File: src/rtl/xlate_pkg.sv
package xlate_pkg;
  localparam int VA_W   = 12;
  localparam int DATA_W = 15;
  localparam int RIDX_W = 3;
  localparam int PA_W   = 16;

  typedef enum logic [1:0] {
    TGT_REG = 2'd0,
    TGT_RAM = 2'd1,
    TGT_ROM = 2'd2,
    TGT_ERR = 2'd3
  } tgt_e;

  typedef struct packed {
    tgt_e              tgt;
    logic [PA_W-1:0]   paddr;
    logic [RIDX_W-1:0] ridx;
    logic              wr;
    logic [DATA_W-1:0] wdata;
  } xres_t;
endpackage

File: src/rtl/xlate_decode.sv
module xlate_decode
  import xlate_pkg::*;
#(
  parameter int REG_COUNT  = 7,
  parameter int RAM_FIXED  = 768,
  parameter int RAM_WIN_W  = 8,
  parameter int RAM_BANK_W = 3,
  parameter int ROM_WIN_W  = 10,
  parameter int ROM_BANK_W = 6,
  parameter int ROM_BANKS  = 36
) (
  input  logic [VA_W-1:0]       vaddr,
  input  logic                  write,
  input  logic [RAM_BANK_W-1:0] ram_bank,
  input  logic [ROM_BANK_W-1:0] rom_bank,
  output tgt_e                  tgt,
  output logic [PA_W-1:0]       paddr,
  output logic [RIDX_W-1:0]     ridx
);
  localparam int RAM_WORDS = 1 << (RAM_WIN_W + 2);
  localparam int ROM_BTOP  = RAM_WORDS + (1 << ROM_WIN_W);

  localparam logic [VA_W-1:0]       REG_LIM = VA_W'(REG_COUNT);
  localparam logic [VA_W-1:0]       RAM_FIX = VA_W'(RAM_FIXED);
  localparam logic [VA_W-1:0]       RAM_TOP = VA_W'(RAM_WORDS);
  localparam logic [VA_W-1:0]       ROM_TOP = VA_W'(ROM_BTOP);
  localparam logic [ROM_BANK_W-1:0] ROM_LIM = ROM_BANK_W'(ROM_BANKS);

  always_comb begin
    tgt   = TGT_ERR;
    paddr = '0;
    ridx  = '0;
    if (vaddr < REG_LIM) begin
      tgt  = TGT_REG;
      ridx = vaddr[RIDX_W-1:0];
    end else if (vaddr < RAM_TOP) begin
      tgt = TGT_RAM;
      if (vaddr >= RAM_FIX)
        paddr = PA_W'({ram_bank, vaddr[RAM_WIN_W-1:0]});
      else
        paddr = PA_W'(vaddr);
    end else if (write) begin
      tgt = TGT_ERR;
    end else if (vaddr < ROM_TOP) begin
      if (rom_bank < ROM_LIM) begin
        tgt   = TGT_ROM;
        paddr = PA_W'({rom_bank, vaddr[ROM_WIN_W-1:0]});
      end
    end else begin
      tgt   = TGT_ROM;
      paddr = PA_W'(vaddr);
    end
  end
endmodule

File: src/rtl/xlate_banks.sv
module xlate_banks
  import xlate_pkg::*;
#(
  parameter int RAM_BANK_W = 3,
  parameter int ROM_BANK_W = 6,
  parameter int RAM_IDX    = 3,
  parameter int ROM_IDX    = 4,
  parameter int BOTH_IDX   = 5
) (
  input  logic                  clk,
  input  logic                  rst_n,
  input  logic                  wr_en,
  input  logic [RIDX_W-1:0]     ridx,
  input  logic [DATA_W-1:0]     wdata,
  output logic [RAM_BANK_W-1:0] ram_bank,
  output logic [ROM_BANK_W-1:0] rom_bank
);
  localparam logic [RIDX_W-1:0] I_RAM  = RIDX_W'(RAM_IDX);
  localparam logic [RIDX_W-1:0] I_ROM  = RIDX_W'(ROM_IDX);
  localparam logic [RIDX_W-1:0] I_BOTH = RIDX_W'(BOTH_IDX);

  always_ff @(posedge clk) begin
    if (!rst_n) begin
      ram_bank <= '0;
      rom_bank <= '0;
    end else if (wr_en) begin
      case (ridx)
        I_RAM: ram_bank <= wdata[RAM_BANK_W-1:0];
        I_ROM: rom_bank <= wdata[ROM_BANK_W-1:0];
        I_BOTH: begin
          ram_bank <= wdata[RAM_BANK_W-1:0];
          rom_bank <= wdata[RAM_BANK_W +: ROM_BANK_W];
        end
        default: ;
      endcase
    end
  end
endmodule

File: src/rtl/xlate_stage.sv
module xlate_stage
  import xlate_pkg::*;
(
  input  logic  clk,
  input  logic  rst_n,
  input  logic  up_valid,
  output logic  up_ready,
  input  xres_t up_data,
  output logic  dn_valid,
  input  logic  dn_ready,
  output xres_t dn_data
);
  assign up_ready = !dn_valid || dn_ready;

  always_ff @(posedge clk) begin
    if (!rst_n) begin
      dn_valid <= 1'b0;
      dn_data  <= '0;
    end else if (up_ready) begin
      dn_valid <= up_valid;
      if (up_valid) dn_data <= up_data;
    end
  end
endmodule

File: src/rtl/vaddr_xlate.sv
module vaddr_xlate
  import xlate_pkg::*;
(
  input  logic              clk,
  input  logic              rst_n,
  input  logic              in_valid,
  output logic              in_ready,
  input  logic [VA_W-1:0]   in_addr,
  input  logic              in_write,
  input  logic [DATA_W-1:0] in_wdata,
  output logic              out_valid,
  input  logic              out_ready,
  output logic [1:0]        out_target,
  output logic [PA_W-1:0]   out_paddr,
  output logic [RIDX_W-1:0] out_regidx,
  output logic              out_write,
  output logic [DATA_W-1:0] out_wdata
);
  localparam int RAM_BANK_W = 3;
  localparam int ROM_BANK_W = PA_W - 10;

  logic [RAM_BANK_W-1:0] ram_bank;
  logic [ROM_BANK_W-1:0] rom_bank;
  tgt_e                  d_tgt;
  logic [PA_W-1:0]       d_paddr;
  logic [RIDX_W-1:0]     d_ridx;
  xres_t                 st_in;
  xres_t                 st_out;
  logic                  bank_we;

  xlate_decode #(
    .RAM_BANK_W (RAM_BANK_W),
    .ROM_BANK_W (ROM_BANK_W)
  ) u_dec (
    .vaddr    (in_addr),
    .write    (in_write),
    .ram_bank (ram_bank),
    .rom_bank (rom_bank),
    .tgt      (d_tgt),
    .paddr    (d_paddr),
    .ridx     (d_ridx)
  );

  assign bank_we = in_valid && in_ready && in_write && (d_tgt == TGT_REG);

  xlate_banks #(
    .RAM_BANK_W (RAM_BANK_W),
    .ROM_BANK_W (ROM_BANK_W)
  ) u_banks (
    .clk      (clk),
    .rst_n    (rst_n),
    .wr_en    (bank_we),
    .ridx     (d_ridx),
    .wdata    (in_wdata),
    .ram_bank (ram_bank),
    .rom_bank (rom_bank)
  );

  always_comb begin
    st_in.tgt   = d_tgt;
    st_in.paddr = d_paddr;
    st_in.ridx  = d_ridx;
    st_in.wr    = in_write;
    st_in.wdata = in_wdata;
  end

  xlate_stage u_stage (
    .clk      (clk),
    .rst_n    (rst_n),
    .up_valid (in_valid),
    .up_ready (in_ready),
    .up_data  (st_in),
    .dn_valid (out_valid),
    .dn_ready (out_ready),
    .dn_data  (st_out)
  );

  assign out_target = st_out.tgt;
  assign out_paddr  = st_out.paddr;
  assign out_regidx = st_out.ridx;
  assign out_write  = st_out.wr;
  assign out_wdata  = st_out.wdata;
endmodule

File: config.mk
export PLATFORM = sky130hd
export DESIGN_NAME = vaddr_xlate
export DESIGN_NICKNAME = d
export VERILOG_FILES = /design/src/rtl/xlate_pkg.sv /design/src/rtl/xlate_decode.sv /design/src/rtl/xlate_banks.sv /design/src/rtl/xlate_stage.sv /design/src/rtl/vaddr_xlate.sv
export SDC_FILE = /design/constraint.sdc
export NUM_CORES = 1
export LEC_CHECK = 0
export BUFFER_PORTS_ARGS = -buffer_cell sky130_fd_sc_hd__buf_4
export CAP_MARGIN = 30
export CORE_UTILIZATION = 50
export DETAILED_ROUTE_END_ITERATION = 8
export GPL_TIMING_DRIVEN = 0
export PLACE_DENSITY = 0.82
export RECOVER_POWER = 100
export SLEW_MARGIN = 0
export SYNTH_ARGS = -nofsm -noshare
export SYNTH_HDL_FRONTEND = slang
export SYNTH_HIERARCHICAL = 1
export SYNTH_SLANG_ARGS = --single-unit
File: constraint.sdc
create_clock -name clk -period 2.9 [get_ports clk]
set_input_delay 0.58 -clock clk [delete_from_list [all_inputs] [get_ports clk]]
set_output_delay 0.58 -clock clk [all_outputs]
set_load 0.02 [all_outputs]
Word level (Yosys, flattened, before mapping)
Cells that the tools add are included.

word-level totals
  register bits = 47
  input bits = 32
  output and inout port bits = 39

operators by class
  order comparisons = 5
  eq/ne operators = 3
  muxes and demuxes = 13
  reductions and logical operators = 11

operators with widths
  kind                                                           count
  two-way mux 16 bit                                             5
  >= comparator 12 x 10 -> 1 bit (second input constant)         1
  less-than comparator 12 x 11 -> 1 bit (second input constant)  1
  less-than comparator 12 bit (second input constant)            1
  less-than comparator 12 x 3 -> 1 bit (second input constant)   1
  two-way mux 12 bit                                             1
  one-hot mux 6 bit (2 select lines)                             1
  equality test 3 bit (second input constant)                    2
  less-than comparator 6 bit (second input constant)             1
  two-way mux 2 bit                                              3
  AND reduction 2 bit                                            3
  equality test 3 x 2 -> 1 bit (second input constant)           1
  logical AND 1 bit                                              3
  two-way mux 3 bit                                              1
  zero test 2 bit                                                1
  two-way mux 1 bit                                              2
  nonzero test 2 bit                                             1
  OR reduction 2 bit                                             1
  zero test 1 bit                                                1
  logical OR 1 bit                                               1

Depth between registers and ports, before layout
  depth in word-level cells = 9
  gate-level depth with buffers = 8
  gate-level depth less buffers = 8

Hierarchy
Netlist, hierarchy kept.

by module, submodules not included
  module        times used  cells an instance  area an instance (µm²)  sequential area each (µm²)
  xlate_stage   1           165                1557.7                  760.7
  xlate_banks   1           38                 401.6                   180.2
  xlate_decode  1           38                 272.8                   0.0
  vaddr_xlate   1           2                  12.5                    0.0

Least setup slack after synthesis
OpenSTA, ideal clock, no wires.

  path kind = input -> register
  start = input in_addr[8]
  end = register u_banks.rom_bank[0]
  library setup time = 0.122 ns
  arrival = 1.823 ns
  setup slack = 0.954 ns
  stages on the path = 8
  path buffers = 0
  cells stage by stage = nor4_1 and4_1 a21oi_1 nor2_1 and4_1 nand2_1 o21a_1 o2bb2ai_1

between the ends
  cells in the longest elaborated chain, start to end = 8
  elaborated cells on any way between the ends = 15

ends and longest elaborated chain
  element                          RTL line            text
  start: declaration               vaddr_xlate.sv:8    input logic [VA_W-1:0] in_addr,
  less-than comparator 12 bit      xlate_decode.sv:44  end else if (vaddr < ROM_TOP) begin
  two-way mux 1 bit                xlate_decode.sv:44
  two-way mux 2 bit                xlate_decode.sv:42  end else if (write) begin
  two-way mux 2 bit                xlate_decode.sv:36  end else if (vaddr < RAM_TOP) begin
  two-way mux 2 bit *              xlate_decode.sv:33  if (vaddr < REG_LIM) begin
  named net d_tgt[0]               vaddr_xlate.sv:24   tgt_e d_tgt;
  zero test 2 bit *                vaddr_xlate.sv:44   assign bank_we = in_valid && in_ready && in_write && (d_tgt == TGT_REG);
  logical AND 1 bit *              vaddr_xlate.sv:44
  named net bank_we                vaddr_xlate.sv:29   logic bank_we;
  AND reduction 2 bit (no line) *  --
  end signal: assignment           xlate_banks.sv:29   I_ROM: rom_bank <= wdata[ROM_BANK_W-1:0];
  end signal: assignment           xlate_banks.sv:32   rom_bank <= wdata[RAM_BANK_W +: ROM_BANK_W];
  end: declaration                 xlate_banks.sv:16   output logic [ROM_BANK_W-1:0] rom_bank

The timed path passes the listed nets; every way through them passes the cells marked *.
A chain may end at the register's enable or synchronous reset.

Worst setup path after layout
  start = input in_addr[8]
  end = register u_banks.ram_bank[1]

between the ends
  elaborated cells on any way between the ends = 14

RTL lines
  element                                                              RTL line            text
  less-than comparator 12 x 3 -> 1 bit *                               xlate_decode.sv:33
  two-way mux 3 bit *                                                  xlate_decode.sv:33
  named net d_ridx[2]                                                  vaddr_xlate.sv:26   logic [RIDX_W-1:0] d_ridx;
  equality test 3 x 2 -> 1 bit or equality test 3 bit (tied branches)  xlate_banks.sv:27   case (ridx)
  OR reduction 2 bit (no line) *                                       --
  AND reduction 2 bit (no line) *                                      --
  end signal: assignment                                               xlate_banks.sv:28   I_RAM: ram_bank <= wdata[RAM_BANK_W-1:0];
  end signal: assignment                                               xlate_banks.sv:31   ram_bank <= wdata[RAM_BANK_W-1:0];
  end: declaration                                                     xlate_banks.sv:15   output logic [RAM_BANK_W-1:0] ram_bank,

Marked as above.

==> flow_summary.yaml <==
worst_hold_path:
  hold_class: "flip-flop to flip-flop"
cts:
  cts-root-buf: "clkbuf_8"
  cts_buffer_depth: 2
  h-tree-depth: 2
  numCtsBuffers: 5
  clkLatencyLatePin_ns: 0.30
  holdBufCountCts: 0
  cts_resized: 0
  cts_sinks: 47
  postCtsSetupRepairBufs: 0
  cts_tree: "done"
  clk_pin_slew_ns: 0.08
sta:
  setup_viol: 0
  drv_slew: 0
  finalCritPeriodShare_pct: 73.24
  rsz0062_at_grt: "no"
  fin_skew_ns: 0.003457
  max_slew_margin_pct: 56.51
  hold_viol_final: 0
  fin_setup_tns_ns: 0
  max_slew.worst_pin.slew_ns: 0.6523
  setup_slack_ns: 0.7761
  fmax_mhz: 470.8
  min_period_ns: 2.124
drt:
  drt_first_pass_iters: 4
  vias: 1902
  drc: 0
  drt_iter0_markers: 82
  wirelength_mm: 4.876
  wl_per_cell_um: 13.11
  viasPerCell: 5.113
  antenna_left: 0
yosys:
  synth_area_leaders: "dfxtp_1 (42%), mux2i_1 (21%), nand2_1 (14%)"
  yosysWarningCount: 6
  synth_top_area_share_pct: 41.92
  synthesis.nets: 275
  ys_seq_area_share_pct: 41.92
  syn-cell-area_mm2: 0.002245
  synth.distinct_cells: 34
  synthArstFlopShare_pct: 0
  syn_avg_cell_area_um2: 9.237
  synth_cells: 243
  yosys.area.top_type: "dfxtp_1"
  synth_edf_count: 0
  ys_ff_latch: 47
  synthFlopType: "dfxtp_1"
floorplan:
  initial_core_util_pct: 51.91
  rows: 24
  die_area_mm2: 0.004761
  ios: 71
  core_region_area_mm2: 0.004324
  fp.dieW_um: 69
  die_h_um: 69
setup_path:
  cp.arrival_ns: 2.35
  cp_max_fo: 7
  path_delay_family: "simple AND/OR/NAND/NOR gates"
  critPathSlowestCell: "and4_1"
  worstSetupStartpointType: "input pin"
  worstPathCellList: "clkbuf_1 > nor4_1 > and4_1 > and2_0 > xor2_1 > and3_1 > clkbuf_1 > mux2i_1"
  worstSetupEndpointType: "flip-flop"
  worstPathRequired_ns: 3.13
  crit_path_frequent_cell: "clkbuf_1"
  cpPeakStageDelay_ns: 0.34
  worstSetupPathType: "input pin to flip-flop"
  path_buf_inv: 2
global_route:
  antenna_found_initial: 0
  grt_max_degree: 14
  grt_pass1_wl_mm: 8.169
  overflow: 0
  grt_pass1_vias: 1840
  track_usage_pct: 21.11
outcome:
  status: "completed"
layout:
  fin_nets: 351
  instances_no_fill: 372
  fin_util_pct: 63.40
  seq_area_um2: 940.9
  final_layout_size_suffix_gt1_share_pct: 16.25
  fillers: 430
  n_antenna_cell: 0
  multi_input_area_mm2: 0.001132
  area_growth_pct: 22.13
place:
  gp_congestion: 0.8331
  dp_cells: 364
  place_ws_ns: 0.5587
  hpwl_mm: 3.741
  portBuffers: 69
power:
  pwr_density_cell_mw_per_mm2: 484.9
  p_leak_nw: 1.152
  vdd_drop_max_v: 0.0002749
flow_run:
  drv_cap: 0
## state kept, by name, summed over array words and instances (netlist names)
signal and cells:
u_banks/ram_bank 3, u_banks/rom_bank 6, u_stage/dn_data 37, u_stage/dn_valid 1
## cell families (layout without fill, tap and decap cells)
| group | count (synthesis) | count (layout) | synth area share, % |
|---|---|---|---|
| XOR/XNOR | 1 | 1 | 0.3903 |
| flip-flops | 47 | 47 | 41.92 |
| AND/OR/NAND/NOR | 116 | 116 | 24.42 |
| multiplexers | 46 | 46 | 20.51 |
| AO/OA/AOI/OAI | 15 | 15 | 6.188 |
| buffers and inverters | 18 | 95 | 6.577 |
## cell usage in the layout (no fill, tap or decap), types with 4 or more instances in the layout
cell type   n
and2_2      7
buf_12      4
buf_4      29
clkbuf_1   50
clkbuf_8    7
dfxtp_1    47
mux2i_1    46
nand2_1    83
o2bb2ai_1   6
## power breakdown
part | switching [mW] | total, mW | leakage [nW] | internal (mW)
clock network | 0.212 | 0.429 | 0.0515 | 0.218
logic | 0.122 | 0.216 | 0.717 | 0.0941
registers | 0.0129 | 0.684 | 0.384 | 0.671
total | 0.346 | 1.33 | 1.15 | 0.983
## layer usage
metal / global-route usage (%) / vias to the layer above / wire [um]
met5: 0 / - / 0
met4: 9.524 / 0 / 50
met3: 4.532 / 4 / 239
met2: 34.30 / 50 / 2273
met1: 26.72 / 885 / 2312
li1: - / 963 / -
## final timing paths
check | slack (ns) | startpoint | cells past startpoint | endpoint
setup reg to reg | 0.89 | u_banks/rom_bank[4] | 8 | u_banks/ram_bank[1]
hold / removal | 0.46 | u_stage/dn_data[29] | 2 | u_stage/dn_data[29]
hold reg to reg | 0.46 | u_stage/dn_data[29] | 2 | u_stage/dn_data[29]
setup / recovery | 0.78 | in_addr[8] | 8 | u_banks/ram_bank[1]
## stage by stage
step,power (mW),hold WS [ns],instance area (um^2)
after detailed placement,0.9413,0.4485,2828
after global placement,0.9367,0.4416,2828
after CTS,1.366,0.4616,2928
after floorplan,0.8393,0.4326,2245
final,1.329,0.4566,2741
after global routing,1.394,0.4694,2741
## worst reg2reg max path, stage by stage (launching register included)
cell,delay (ns)
dfxtp_1,0.33
or3_1,0.43
a21oi_1,0.15
a21oi_1,0.10
nor2_1,0.08
and4_1,0.27
and3_1,0.18
clkbuf_1,0.20
mux2i_1,0.21
## cells in the mapped netlist, types with 2 or more instances
cell type and count:
nand2_1 83, dfxtp_1 47, mux2i_1 46, and2_2 7
clkbuf_1 6, o2bb2ai_1 6, and2_1 5, buf_12 4
a21oi_1 3, and3b_1 3, buf_2 3, inv_1 3
nor2_1 3, nor3_1 3, and4_1 2
## cell type report
| class | count | share of cell area, % |
|---|---|---|
| sequential | 47 | 34.32 |
| timing repair buffer | 69 | 13.42 |
| buffer | 15 | 4.518 |
| multi-input combinational | 178 | 41.31 |
| inverter | 3 | 0.4108 |
| clock buffer | 8 | 3.651 |
| tap | 52 | 2.373 |
Power figures use the tool's default switching activity.
